--- src/rtl/keylock_pkg.sv ---
package keylock_pkg;
    localparam int GEN_W    = 4;
    localparam int GEN_LSB  = 0;
    localparam int OPG_BIT  = 4;
    localparam int OER_BIT  = 5;
    localparam int LK_BIT   = 7;
    localparam int OWEN_BIT = 9;

    typedef struct packed {
        logic             lock;
        logic             owen;
        logic             opg;
        logic             oer;
        logic [GEN_W-1:0] gen;
    } ctl_state_t;

    localparam ctl_state_t CTL_RESET = '{lock: 1'b1, owen: 1'b0, opg: 1'b0, oer: 1'b0, gen: '0};

    typedef struct packed {
        logic got_first;
    } kseq_state_t;

    typedef struct packed {
        logic err;
    } resp_state_t;
endpackage

--- src/rtl/keylock_kseq.sv ---
module keylock_kseq #(
    parameter int                DATA_W = 32,
    parameter logic [DATA_W-1:0] KEY_A  = '0,
    parameter logic [DATA_W-1:0] KEY_B  = '0
) (
    input  logic              clk,
    input  logic              rst_n,
    input  logic              wr_i,
    input  logic              arm_i,
    input  logic [DATA_W-1:0] data_i,
    output logic              done_o,
    output logic              bad_o
);
    import keylock_pkg::*;

    kseq_state_t cur_q, nxt_d;

    always_comb begin
        nxt_d  = cur_q;
        done_o = 1'b0;
        bad_o  = 1'b0;
        if (!arm_i) begin
            nxt_d.got_first = 1'b0;
        end
        if (wr_i) begin
            if (!arm_i) begin
                bad_o = 1'b1;
            end else if (!cur_q.got_first) begin
                if (data_i == KEY_A) begin
                    nxt_d.got_first = 1'b1;
                end else begin
                    bad_o = 1'b1;
                end
            end else begin
                nxt_d.got_first = 1'b0;
                if (data_i == KEY_B) begin
                    done_o = 1'b1;
                end else begin
                    bad_o = 1'b1;
                end
            end
        end
    end

    always_ff @(posedge clk or negedge rst_n) begin
        if (!rst_n) begin
            cur_q <= '0;
        end else begin
            cur_q <= nxt_d;
        end
    end

    // a second key write always returns the sequencer to its start
    p_restart_after_second_r5: assert property (@(posedge clk) disable iff (!rst_n)
        (wr_i && cur_q.got_first) |=> !cur_q.got_first);

    // a first-key acceptance only follows an armed write of the first key
    p_first_needs_key_r3: assert property (@(posedge clk) disable iff (!rst_n)
        $rose(cur_q.got_first) |-> $past(wr_i && arm_i && data_i == KEY_A));
endmodule

--- src/rtl/keylock_ctlreg.sv ---
module keylock_ctlreg (
    input  logic                           clk,
    input  logic                           rst_n,
    input  logic                           wr_i,
    input  logic [keylock_pkg::GEN_W-1:0]  gen_i,
    input  logic                           opg_i,
    input  logic                           oer_i,
    input  logic                           lk_i,
    input  logic                           owen_i,
    input  logic                           main_done_i,
    input  logic                           main_bad_i,
    input  logic                           opt_done_i,
    input  logic                           opt_bad_i,
    output keylock_pkg::ctl_state_t        state_o
);
    import keylock_pkg::*;

    ctl_state_t cur_q, nxt_d;

    always_comb begin
        nxt_d = cur_q;
        if (wr_i && !cur_q.lock) begin
            nxt_d.gen = gen_i;
            if (cur_q.owen) begin
                nxt_d.opg = opg_i;
                nxt_d.oer = oer_i;
            end
            if (!owen_i) begin
                nxt_d.owen = 1'b0;
            end
            if (lk_i) begin
                nxt_d.lock = 1'b1;
            end
        end
        if (opt_done_i) begin
            nxt_d.owen = 1'b1;
        end
        if (opt_bad_i) begin
            nxt_d.owen = 1'b0;
        end
        if (main_bad_i) begin
            nxt_d.lock = 1'b1;
        end
        if (main_done_i) begin
            nxt_d.lock = 1'b0;
        end
        if (nxt_d.lock) begin
            nxt_d.owen = 1'b0;
        end
    end

    always_ff @(posedge clk or negedge rst_n) begin
        if (!rst_n) begin
            cur_q <= CTL_RESET;
        end else begin
            cur_q <= nxt_d;
        end
    end

    assign state_o = cur_q;

    // protected option bits hold while the enable is off
    p_opt_bits_frozen_r8: assert property (@(posedge clk) disable iff (!rst_n)
        (!cur_q.owen && !opt_done_i) |=> ($stable(cur_q.opg) && $stable(cur_q.oer)));

    // a control write with the enable bit at 0 leaves the enable clear
    p_owen_sw_clear_r11: assert property (@(posedge clk) disable iff (!rst_n)
        (wr_i && !cur_q.lock && !owen_i) |=> !cur_q.owen);

    // relocking always drops the option enable
    p_lock_drops_owen_r4: assert property (@(posedge clk) disable iff (!rst_n)
        cur_q.lock |-> !cur_q.owen);
endmodule

--- src/rtl/keyseq_wrlock.sv ---
module keyseq_wrlock #(
    parameter int                DATA_W      = 32,
    parameter int                ADDR_W      = 4,
    parameter logic [DATA_W-1:0] KEY_FIRST   = 'h45670123,
    parameter logic [DATA_W-1:0] KEY_SECOND  = 'hCDEF89AB,
    parameter int                ADDR_KEY    = 0,
    parameter int                ADDR_OPTKEY = 1,
    parameter int                ADDR_CTL    = 2
) (
    input  logic              clk,
    input  logic              rst_n,
    input  logic              bus_we,
    input  logic [ADDR_W-1:0] bus_addr,
    input  logic [DATA_W-1:0] bus_wdata,
    output logic [DATA_W-1:0] bus_rdata,
    output logic              bus_err,
    output logic              ctl_locked,
    output logic              opt_wr_en,
    output logic [DATA_W-1:0] ctl_word
);
    import keylock_pkg::*;

    localparam logic [ADDR_W-1:0] A_KEY = ADDR_W'(ADDR_KEY);
    localparam logic [ADDR_W-1:0] A_OPT = ADDR_W'(ADDR_OPTKEY);
    localparam logic [ADDR_W-1:0] A_CTL = ADDR_W'(ADDR_CTL);

    logic        hit_key, hit_opt, hit_ctl;
    logic        wr_key, wr_opt, wr_ctl;
    logic        main_done, main_bad, opt_done, opt_bad;
    ctl_state_t  st;
    resp_state_t rsp_q, rsp_d;

    assign hit_key = (bus_addr == A_KEY);
    assign hit_opt = (bus_addr == A_OPT);
    assign hit_ctl = (bus_addr == A_CTL);
    assign wr_key  = bus_we && hit_key;
    assign wr_opt  = bus_we && hit_opt;
    assign wr_ctl  = bus_we && hit_ctl;

    keylock_kseq #(
        .DATA_W (DATA_W),
        .KEY_A  (KEY_FIRST),
        .KEY_B  (KEY_SECOND)
    ) u_main_seq (
        .clk    (clk),
        .rst_n  (rst_n),
        .wr_i   (wr_key),
        .arm_i  (st.lock),
        .data_i (bus_wdata),
        .done_o (main_done),
        .bad_o  (main_bad)
    );

    keylock_kseq #(
        .DATA_W (DATA_W),
        .KEY_A  (KEY_FIRST),
        .KEY_B  (KEY_SECOND)
    ) u_opt_seq (
        .clk    (clk),
        .rst_n  (rst_n),
        .wr_i   (wr_opt),
        .arm_i  (!st.lock && !st.owen),
        .data_i (bus_wdata),
        .done_o (opt_done),
        .bad_o  (opt_bad)
    );

    keylock_ctlreg u_ctl (
        .clk         (clk),
        .rst_n       (rst_n),
        .wr_i        (wr_ctl),
        .gen_i       (bus_wdata[GEN_LSB +: GEN_W]),
        .opg_i       (bus_wdata[OPG_BIT]),
        .oer_i       (bus_wdata[OER_BIT]),
        .lk_i        (bus_wdata[LK_BIT]),
        .owen_i      (bus_wdata[OWEN_BIT]),
        .main_done_i (main_done),
        .main_bad_i  (main_bad),
        .opt_done_i  (opt_done),
        .opt_bad_i   (opt_bad),
        .state_o     (st)
    );

    always_comb begin
        rsp_d     = rsp_q;
        rsp_d.err = main_bad || opt_bad;
    end

    always_ff @(posedge clk or negedge rst_n) begin
        if (!rst_n) begin
            rsp_q <= '0;
        end else begin
            rsp_q <= rsp_d;
        end
    end

    always_comb begin
        ctl_word                     = '0;
        ctl_word[GEN_LSB +: GEN_W]   = st.gen;
        ctl_word[OPG_BIT]            = st.opg;
        ctl_word[OER_BIT]            = st.oer;
        ctl_word[LK_BIT]             = st.lock;
        ctl_word[OWEN_BIT]           = st.owen;
    end

    always_comb begin
        bus_rdata = '0;
        if (hit_ctl) begin
            bus_rdata = ctl_word;
        end
    end

    assign bus_err    = rsp_q.err;
    assign ctl_locked = st.lock;
    assign opt_wr_en  = st.owen;

    // a locked control register ignores control writes
    p_locked_ctl_ignored_r2: assert property (@(posedge clk) disable iff (!rst_n)
        (wr_ctl && ctl_locked) |=> $stable(ctl_word));

    // the lock only falls after the second key word on the main key register
    p_unlock_on_second_r3: assert property (@(posedge clk) disable iff (!rst_n)
        $fell(ctl_locked) |-> $past(wr_key && bus_wdata == KEY_SECOND));

    // software relock takes effect on the next cycle
    p_sw_relock_r4: assert property (@(posedge clk) disable iff (!rst_n)
        (wr_ctl && !ctl_locked && bus_wdata[LK_BIT]) |=> (ctl_locked && !opt_wr_en));

    // a word that is neither key is always rejected
    p_bad_word_err_r5: assert property (@(posedge clk) disable iff (!rst_n)
        (wr_key && bus_wdata != KEY_FIRST && bus_wdata != KEY_SECOND) |=> (bus_err && ctl_locked));

    // a key write while open relocks with an error
    p_open_key_write_r6: assert property (@(posedge clk) disable iff (!rst_n)
        (wr_key && !ctl_locked) |=> (bus_err && ctl_locked && !opt_wr_en));

    // an error response always follows a key register write
    p_err_has_cause_r7: assert property (@(posedge clk) disable iff (!rst_n)
        bus_err |-> $past(bus_we && (hit_key || hit_opt)));

    // the option enable rises only from an unlocked second option key
    p_owen_rise_r9: assert property (@(posedge clk) disable iff (!rst_n)
        $rose(opt_wr_en) |-> $past(!ctl_locked && wr_opt && bus_wdata == KEY_SECOND));

    // an option key write while enabled drops the enable with an error
    p_opt_rewrite_r10: assert property (@(posedge clk) disable iff (!rst_n)
        (wr_opt && opt_wr_en) |=> (bus_err && !opt_wr_en));
endmodule

--- config.mk ---
export PLATFORM = sky130hd
export DESIGN_NAME = keyseq_wrlock
export DESIGN_NICKNAME = d
export VERILOG_FILES = /design/src/rtl/keylock_pkg.sv /design/src/rtl/keylock_kseq.sv /design/src/rtl/keylock_ctlreg.sv /design/src/rtl/keyseq_wrlock.sv
export SDC_FILE = /design/constraint.sdc
export NUM_CORES = 1
export LEC_CHECK = 0
export ABC_AREA = 0
export BUFFER_PORTS_ARGS = -buffer_cell sky130_fd_sc_hd__buf_2
export CAP_MARGIN = 5
export CORE_MARGIN = 5
export CORE_UTILIZATION = 30
export DETAILED_ROUTE_END_ITERATION = 6
export PLACE_DENSITY = 0.69
export REMOVE_ABC_BUFFERS = 1
export SETUP_SLACK_MARGIN = 0.02
export SYNTH_ARGS = -nofsm -noshare
export SYNTH_HDL_FRONTEND = slang
export SYNTH_HIERARCHICAL = 1
export SYNTH_SLANG_ARGS = --single-unit
export TNS_END_PERCENT = 10
--- constraint.sdc ---
create_clock -name clk -period 1.6 [get_ports clk]
set_clock_uncertainty 0.2 [all_clocks]
set_input_delay 0.16 -clock clk [delete_from_list [all_inputs] [get_ports clk]]
set_output_delay 0.16 -clock clk [all_outputs]
set_load 0.05 [all_outputs]
* Yosys cells after proc, flatten, opt, wreduce, memory -nomap -nowiden
Index checks and enable logic that the tools add are counted.
Word-level totals: register bits 11, input bits 39
Operators by class: reduce and logical (&&, ||, !) cells 12, mux-type cells 35, equality and inequality tests 5
Operators with widths (count):
- $eq A32 B31 Y1 const B | 1
- $eq A32 B32 Y1 const B | 1
- $mux W1 | 32
- $mux W10 | 1
- $mux W8 | 1
- $logic_and A1 B1 Y1 | 5
- $eq A4 B1 Y1 const B | 1
- $eq A4 B2 Y1 const B | 1
- $logic_not A4 Y1 | 1
- $ne A4 B1 Y1 const B | 1
- $reduce_and A2 Y1 | 2
- $reduce_bool A4 Y1 | 1
- $logic_not A1 Y1 | 2
- $mux W2 | 1
- $logic_or A1 B1 Y1 | 1

* Logic depth before layout (Yosys ltp)
Gate-level depths: netlist of run 1.
depth in word-level cells 9, mapped depth 7

* Cells and area by module
Netlist of run 1, hierarchy kept.
By module, submodules not included:
- keyseq_wrlock | instances 1, sequential area each 25.0 µm², cells each 67, area an instance 515.5 µm²
- keylock_kseq | instances 2, sequential area each 25.0 µm², cells each 22, area an instance 173.9 µm²
- keylock_ctlreg | instances 1, sequential area each 201.4 µm², cells each 21, area an instance 317.8 µm²

* Worst setup path before layout of run 1
Ideal clock, no wire load.
path kind register to register, start point reg u_ctl.cur_q, in the netlist u_ctl/state_o[7], end point reg u_ctl.cur_q, in the netlist u_ctl/state_o[6], required time 1.306 ns, stages on the path, launching flop included 8, arrival 1.693 ns, clock period less this slack 1.987 ns, slack -0.387 ns, cells stage by stage dfstp_2 -> nand2_1 -> nor3_1 -> or2_2 -> a21boi_0 -> a211oi_2 -> nor2_1 -> a211oi_1
RTL lines:
- start, declared | RTL line keylock_ctlreg.sv:18 | ctl_state_t cur_q, nxt_d;
- start signal, assigned | RTL line keylock_ctlreg.sv:56 | cur_q <= nxt_d;

==> results of run 1 <==
==> critical path, delay by kind of cell, from the launching register on <==
| kind | cells | cell delay (ps) |
|---|---|---|
| AO/OA/AOI/OAI | 1 | 160 |
| buffers and inverters | 3 | 310 |
| flip-flops | 1 | 560 |
| AND/OR/NAND/NOR | 4 | 410 |
==> synth_stat cells, drive strengths merged <==
| master | count | share of area (%) |
|---|---|---|
| a211oi | 2 | 1.7 |
| nand4 | 8 | 4.2 |
| dfstp | 1 | 2.2 |
| mux2 | 6 | 5.7 |
| and4b | 2 | 1.7 |
| conb | 1 | 0.32 |
| and3 | 2 | 1.1 |
| nor4bb | 2 | 1.7 |
| nand2 | 4 | 1.3 |
| a31o | 2 | 1.5 |
| or2 | 3 | 1.6 |
| nand3b | 1 | 0.64 |
| and2 | 9 | 4.8 |
| nand4b | 2 | 1.5 |
| nor3 | 2 | 0.85 |
| nor4 | 9 | 5.8 |
| o21ai | 1 | 0.42 |
| buf | 50 | 32 |
| nor2 | 6 | 1.9 |
| nand2b | 2 | 1.3 |
| dfrtp | 10 | 21 |
| a21boi | 2 | 1.3 |
| inv | 1 | 0.32 |
| nor4b | 4 | 5.3 |
==> cells by family after synthesis <==
kind of cell    after synthesis  synth area share [%]
buf+inv                      51                  32.1
other cells                   1                 0.317
simple gates                 56                  33.6
compound gates                7                  4.87
mux                           6                  5.72
flops                        11                  23.4
==> final cells by class <==
cell class / instances / area, um^2
timing repair buffer: 94 / 587
fill: 395 / 2000
inverter: 1 / 3.75
multi-input combinational: 117 / 768
clock buffer: 4 / 45.0
sequential: 11 / 277
tap: 48 / 60.1
==> flip-flops by register name (all words and copies together), names as in the netlist <==
register / flops
u_opt_seq/cur_q: 1
bus_err: 1
u_ctl/state_o: 8
u_main_seq/cur_q: 1
==> cell usage in the layout, fill, tap and decap left out, types with 3 or more instances in the layout <==
| master | Yosys | final |
|---|---|---|
| and2_1 | 9 | 8 |
| buf_2 | 0 | 54 |
| buf_4 | 50 | 36 |
| clkbuf_8 | 0 | 3 |
| conb_1 | 1 | 48 |
| dfrtp_1 | 10 | 10 |
| mux2_4 | 0 | 3 |
| nand2_1 | 4 | 3 |
| nand4_1 | 8 | 8 |
| nor2_1 | 6 | 4 |
| nor4_1 | 7 | 6 |
| nor4_2 | 2 | 3 |
| or2_2 | 3 | 3 |
==> worst max-delay path by stage <==
stage / slack, ps / end / cells past startpoint / from
2_1_floorplan: -580 / u_ctl/state_o[6] / 7 / u_ctl/state_o[7]
6_report: -120 / u_ctl/state_o[6] / 8 / u_ctl/state_o[7]
4_1_cts: -90 / u_ctl/state_o[6] / 8 / u_ctl/state_o[7]
5_1_grt: -190 / u_ctl/state_o[6] / 8 / u_ctl/state_o[7]
3_3_place_gp: -270 / u_ctl/state_o[6] / 8 / bus_wdata[25]
3_5_place_dp: -350 / u_ctl/state_o[6] / 8 / bus_wdata[25]
==> routing by layer <==
layer,track usage (%),wire [um],share of wire [%]
met5,0,0,0
met4,2.46,27,0.83
met3,2.07,301,9.2
met2,20.4,1700,52
met1,13.9,1240,38
==> metrics by stage <==
stage / setup WS, ps / hold slack, ps / power (mW)
detailed placement: -352 / -156 / 0.911
global route: -192 / 6.06 / 1.28
floorplan: -578 / -336 / 0.751
finish: -124 / 0.212 / 1.23
global placement: -265 / -156 / 0.907
CTS: -87.3 / 1.41 / 1.19
==> report_power, final <==
part	total [mW]	internal (mW)	switching, mW
sequential	0.330	0.309	0.0208
clock	0.277	0.175	0.102
combinational	0.619	0.156	0.463
total	1.23	0.640	0.586
==> repair_timing <==
item | CTS | global route
pin swaps | 11 | 2
hold buffers | 1 | 1
buffers inserted | 9 | 2
hold endpoints to repair | 11 | 1
setup endpoints to repair | 4 | 9
gates resized for setup | 11 | 15
==> results.sh, run 1 <==
export IMPL_grt_setup_unrepaired="yes"
export IMPL_grt_pass1_vias=1065
export IMPL_cts_sinks=11
export IMPL_io_pins=106
export IMPL_hpwl_um=2640
export IMPL_finish_instance_area_um2=1740
export IMPL_hold_viol_final=0
export IMPL_vias=1163
export IMPL_worstRegToRegCells=8
export IMPL_syn_area_um2=1180
export IMPL_ys_seq_elements=11
export IMPL_start_util_pct=31.6
export IMPL_hold_path_startpoint="bus_wdata[0]"
export IMPL_grt_pass1_wl_um=4770
export IMPL_maxSlewViolCount=0
export IMPL_fmax_ghz=0.580
export IMPL_clock_root_buffer="clkbuf_8"
export IMPL_path_clk_slew_ps=50
export IMPL_cts_buffers=3
export IMPL_nNetsFinal=267
export IMPL_utilization_pct=46.5
export IMPL_antenna_found_initial=0
export IMPL_placed_area_um2=1510
export IMPL_r2r_slack_ps=-120
export IMPL_violations="negative setup slack"
export IMPL_drv_cap=0
export IMPL_grt_usage_pct=11.3
export IMPL_syn_avg_cell_area_um2=8.95
export IMPL_worst_setup_path_start_kind="flip-flop"
export IMPL_die_x_um=72.7
export IMPL_whs_endpoint="u_ctl/state_o[0]"
export IMPL_synth_cell_types=30
export IMPL_drc=0
export IMPL_crit_required_ps=1550
export IMPL_synth_cells=132
export IMPL_fin_crit_sh_pct=108
export IMPL_p_leak_nw=0.964
export IMPL_grt_max_degree=12
export IMPL_layout_setup_ws_ps=-124
export IMPL_yosysSeqAreaShare_pct=23.4
export IMPL_htreeDepth=1
export IMPL_first_pass_iters=4
export IMPL_critical_path_most_common_cell="buf_4"
export IMPL_hold_class="in -> reg"
export IMPL_drive_gt1_share_pct=54.2
export IMPL_critPathArrivalTime_ps=1670
export IMPL_fin_tns_setup_ps=-476
export IMPL_cp_max_fo=4
export IMPL_insertion_delay_ps=230
export IMPL_area_growth_pct=47.4
export IMPL_timing_rr_end="u_ctl/state_o[6]"
export IMPL_slowest_delay_ps=560
export IMPL_gp_congestion=0.818
export IMPL_powerDensity_nw_per_um2=705
export IMPL_core_area_um2=3740
export IMPL_cts_tree="done"
export IMPL_drt_iter0_drc=16
export IMPL_wire_per_inst_um=11.9
export IMPL_clockBufferDepth=2
export IMPL_die_h_um=72.7
export IMPL_grt_overflow=0
export IMPL_setup_viol=6
export IMPL_setup_worst_path_end_class="flip-flop"
export IMPL_stdcell_count=275
export IMPL_portBuffers=57
export IMPL_r2r_start="u_ctl/state_o[7]"
export IMPL_die_area_um2=5290
export IMPL_fin_crit_ps=1720
export IMPL_ant_nets=0
export IMPL_ir_drop_v=0.000426
export IMPL_wl_um=3260
export IMPL_holdPathStages=2
export IMPL_synth_warning_count=6
export IMPL_status="finished with violations"
export IMPL_via_per_inst=4.23
export IMPL_antenna_cells=0
export IMPL_dp_cells=258
export IMPL_path_cells="nand2_2 > nor3_4 > buf_4 > buf_4 > buf_4 > and3_4 > nor2_2 > a211oi_2"
export IMPL_cpMaxStageDelayCell="dfstp_2"
export IMPL_crit_type="reg -> reg"
export IMPL_rows=22
(Power assumes the default switching activity.)
==> run 2: changes to the inputs <==
--- a/config.mk
+++ b/config.mk
@@ -8,10 +8,12 @@
 export ABC_AREA = 0
 export BUFFER_PORTS_ARGS = -buffer_cell sky130_fd_sc_hd__buf_2
 export CAP_MARGIN = 5
+export CELL_PAD_IN_SITES_DETAIL_PLACEMENT = 0
+export CELL_PAD_IN_SITES_GLOBAL_PLACEMENT = 1
 export CORE_MARGIN = 5
-export CORE_UTILIZATION = 30
+export CORE_UTILIZATION = 22
 export DETAILED_ROUTE_END_ITERATION = 6
-export PLACE_DENSITY = 0.69
+export PLACE_DENSITY_LB_ADDON = 0.1
 export REMOVE_ABC_BUFFERS = 1
 export SETUP_SLACK_MARGIN = 0.02
 export SYNTH_ARGS = -nofsm -noshare
==> results.sh, run 2 (same netlist as run 1, synthesis figures left out) <==
export IMPL_fin_crit_ps=1770
export IMPL_via_per_inst=3.95
export IMPL_worstRegToRegCells=6
export IMPL_final_common_cell="buf_2"
export IMPL_io_pins=106
export IMPL_ant_nets=0
export IMPL_maxSlewViolCount=0
export IMPL_die_x_um=83.3
export IMPL_violations="negative setup slack"
export IMPL_grt_overflow=0
export IMPL_p_int_uw=623
export IMPL_hold_viol_final=0
export IMPL_cts_sinks=11
export IMPL_grt_pass1_wl_um=5220
export IMPL_start_util_pct=22.8
export IMPL_holdPathStages=3
export IMPL_grt_setup_unrepaired="yes"
export IMPL_clock_root_buffer="clkbuf_8"
export IMPL_drc=0
export IMPL_hpwl_um=2800
export IMPL_vias=1138
export IMPL_dp_worst_setup_slack_ps=-390
export IMPL_insertion_delay_ps=240
export IMPL_crit_required_ps=1520
export IMPL_final_cell_mix="54 x buf_2, 48 x conb_1, 24 x buf_4, 10 x dfrtp_1"
export IMPL_cp_max_fo=4
export IMPL_grt_usage_pct=9.00
export IMPL_crit_type="reg -> reg"
export IMPL_swShare_pct=48.6
export IMPL_die_h_um=83.3
export IMPL_path_clk_slew_ps=50
export IMPL_fmax_ghz=0.566
export IMPL_antenna_found_initial=0
export IMPL_die_area_um2=6930
export IMPL_rows=26
export IMPL_p_clk_share_pct=23.7
export IMPL_pwr_share_comb_pct=49.1
export IMPL_clockBufferDepth=2
export IMPL_portBuffers=57
export IMPL_wl_um=3200
export IMPL_fin_crit_sh_pct=111
export IMPL_ir_drop_v=0.000279
export IMPL_layout_setup_ws_ps=-168
export IMPL_gp_congestion=0.711
export IMPL_grt_pass1_vias=1198
export IMPL_cts_buffers=3
export IMPL_first_pass_iters=4
export IMPL_critPathArrivalTime_ps=1690
export IMPL_p_switching_uw=588
export IMPL_drive_gt1_share_pct=48.6
export IMPL_cts_tree="done"
export IMPL_pwr_share_seq_pct=27.2
export IMPL_drv_cap=0
export IMPL_p_leak_nw=0.884
export IMPL_setup_worst_path_end_class="flip-flop"
export IMPL_wire_per_inst_um=11.1
export IMPL_holdWs_ps=59.0
export IMPL_worst_setup_path_start_kind="flip-flop"
export IMPL_htreeDepth=1
export IMPL_drt_iter0_drc=17
export IMPL_largest_reg_flops=8
export IMPL_powerDensity_nw_per_um2=726
export IMPL_grt_max_degree=12
export IMPL_core_area_um2=5170
export IMPL_nNetsFinal=258
export IMPL_setup_viol=3
export IMPL_antenna_cells=0
export IMPL_hold_class="in -> reg"
export IMPL_status="finished with violations"
export IMPL_area_growth_pct=41.3
-- run 2: timing repair --
item                                   4_1_cts  5_1_grt
buffers inserted                             3        0
gates resized for setup                     11        6
endpoints found under the hold margin       15        0
hold buffers                                 5        0
setup endpoints to repair                    4       10
pin swaps                                    7        2
-- run 2: power groups by stage --
stage / registers [mW] / logic (mW) / clock network (mW)
after global placement: 0.333 / 0.563 / 0
final: 0.330 / 0.594 / 0.287
after global routing: 0.336 / 0.621 / 0.310
after floorplan: 0.445 / 0.306 / 0
after CTS: 0.331 / 0.588 / 0.295
after detailed placement: 0.335 / 0.564 / 0
-- run 2: cell type report --
| class | count | area (um^2) |
|---|---|---|
| fill | 551 | 3500 |
| multi-input combinational | 117 | 729 |
| timing repair buffer | 85 | 527 |
| sequential | 11 | 277 |
| tap | 70 | 87.6 |
| clock buffer | 4 | 45.0 |
| inverter | 1 | 3.75 |
-- run 2: metrics by stage --
step,instances,power (mW),TNS [ps],cell area (um^2),utilization [%]
after global placement,276,0.896,-649,1510,29.1
after detailed placement,276,0.899,-811,1510,29.1
after CTS,288,1.21,-326,1650,32.0
after floorplan,129,0.751,-3290,982,-
final,288,1.21,-444,1670,32.3
after global routing,288,1.27,-630,1670,32.3
-- run 2: metal layers --
metal	GRT usage, %	share of wire, %	vias to the layer above
li1	-	-	545
met5	0	0	-
met2	16.8	52	70
met1	9.22	36	520
met4	4.46	1.2	0
met3	2.28	12	3
-- run 2: critical path, stage by stage (launching register included) --
cell and delay [ps]:
dfstp_2 560, nor2_1 80, and4b_1 200, or2_2 310, a21boi_2 140, buf_4 130, a211oi_2 30
-- run 2: path summary, 6_finish.rpt --
check                                       from          endpoint  slack (ps)
max in group asynchronous                  rst_n  u_ctl/state_o[7]         810
worst min-delay path                bus_wdata[5]  u_ctl/state_o[4]          60
min in group asynchronous                  rst_n  u_ctl/state_o[1]         120
worst max register to register  u_ctl/state_o[7]  u_ctl/state_o[6]        -170
worst max-delay path            u_ctl/state_o[7]  u_ctl/state_o[6]        -170
worst min register to register  u_ctl/state_o[5]  u_ctl/state_o[5]         320
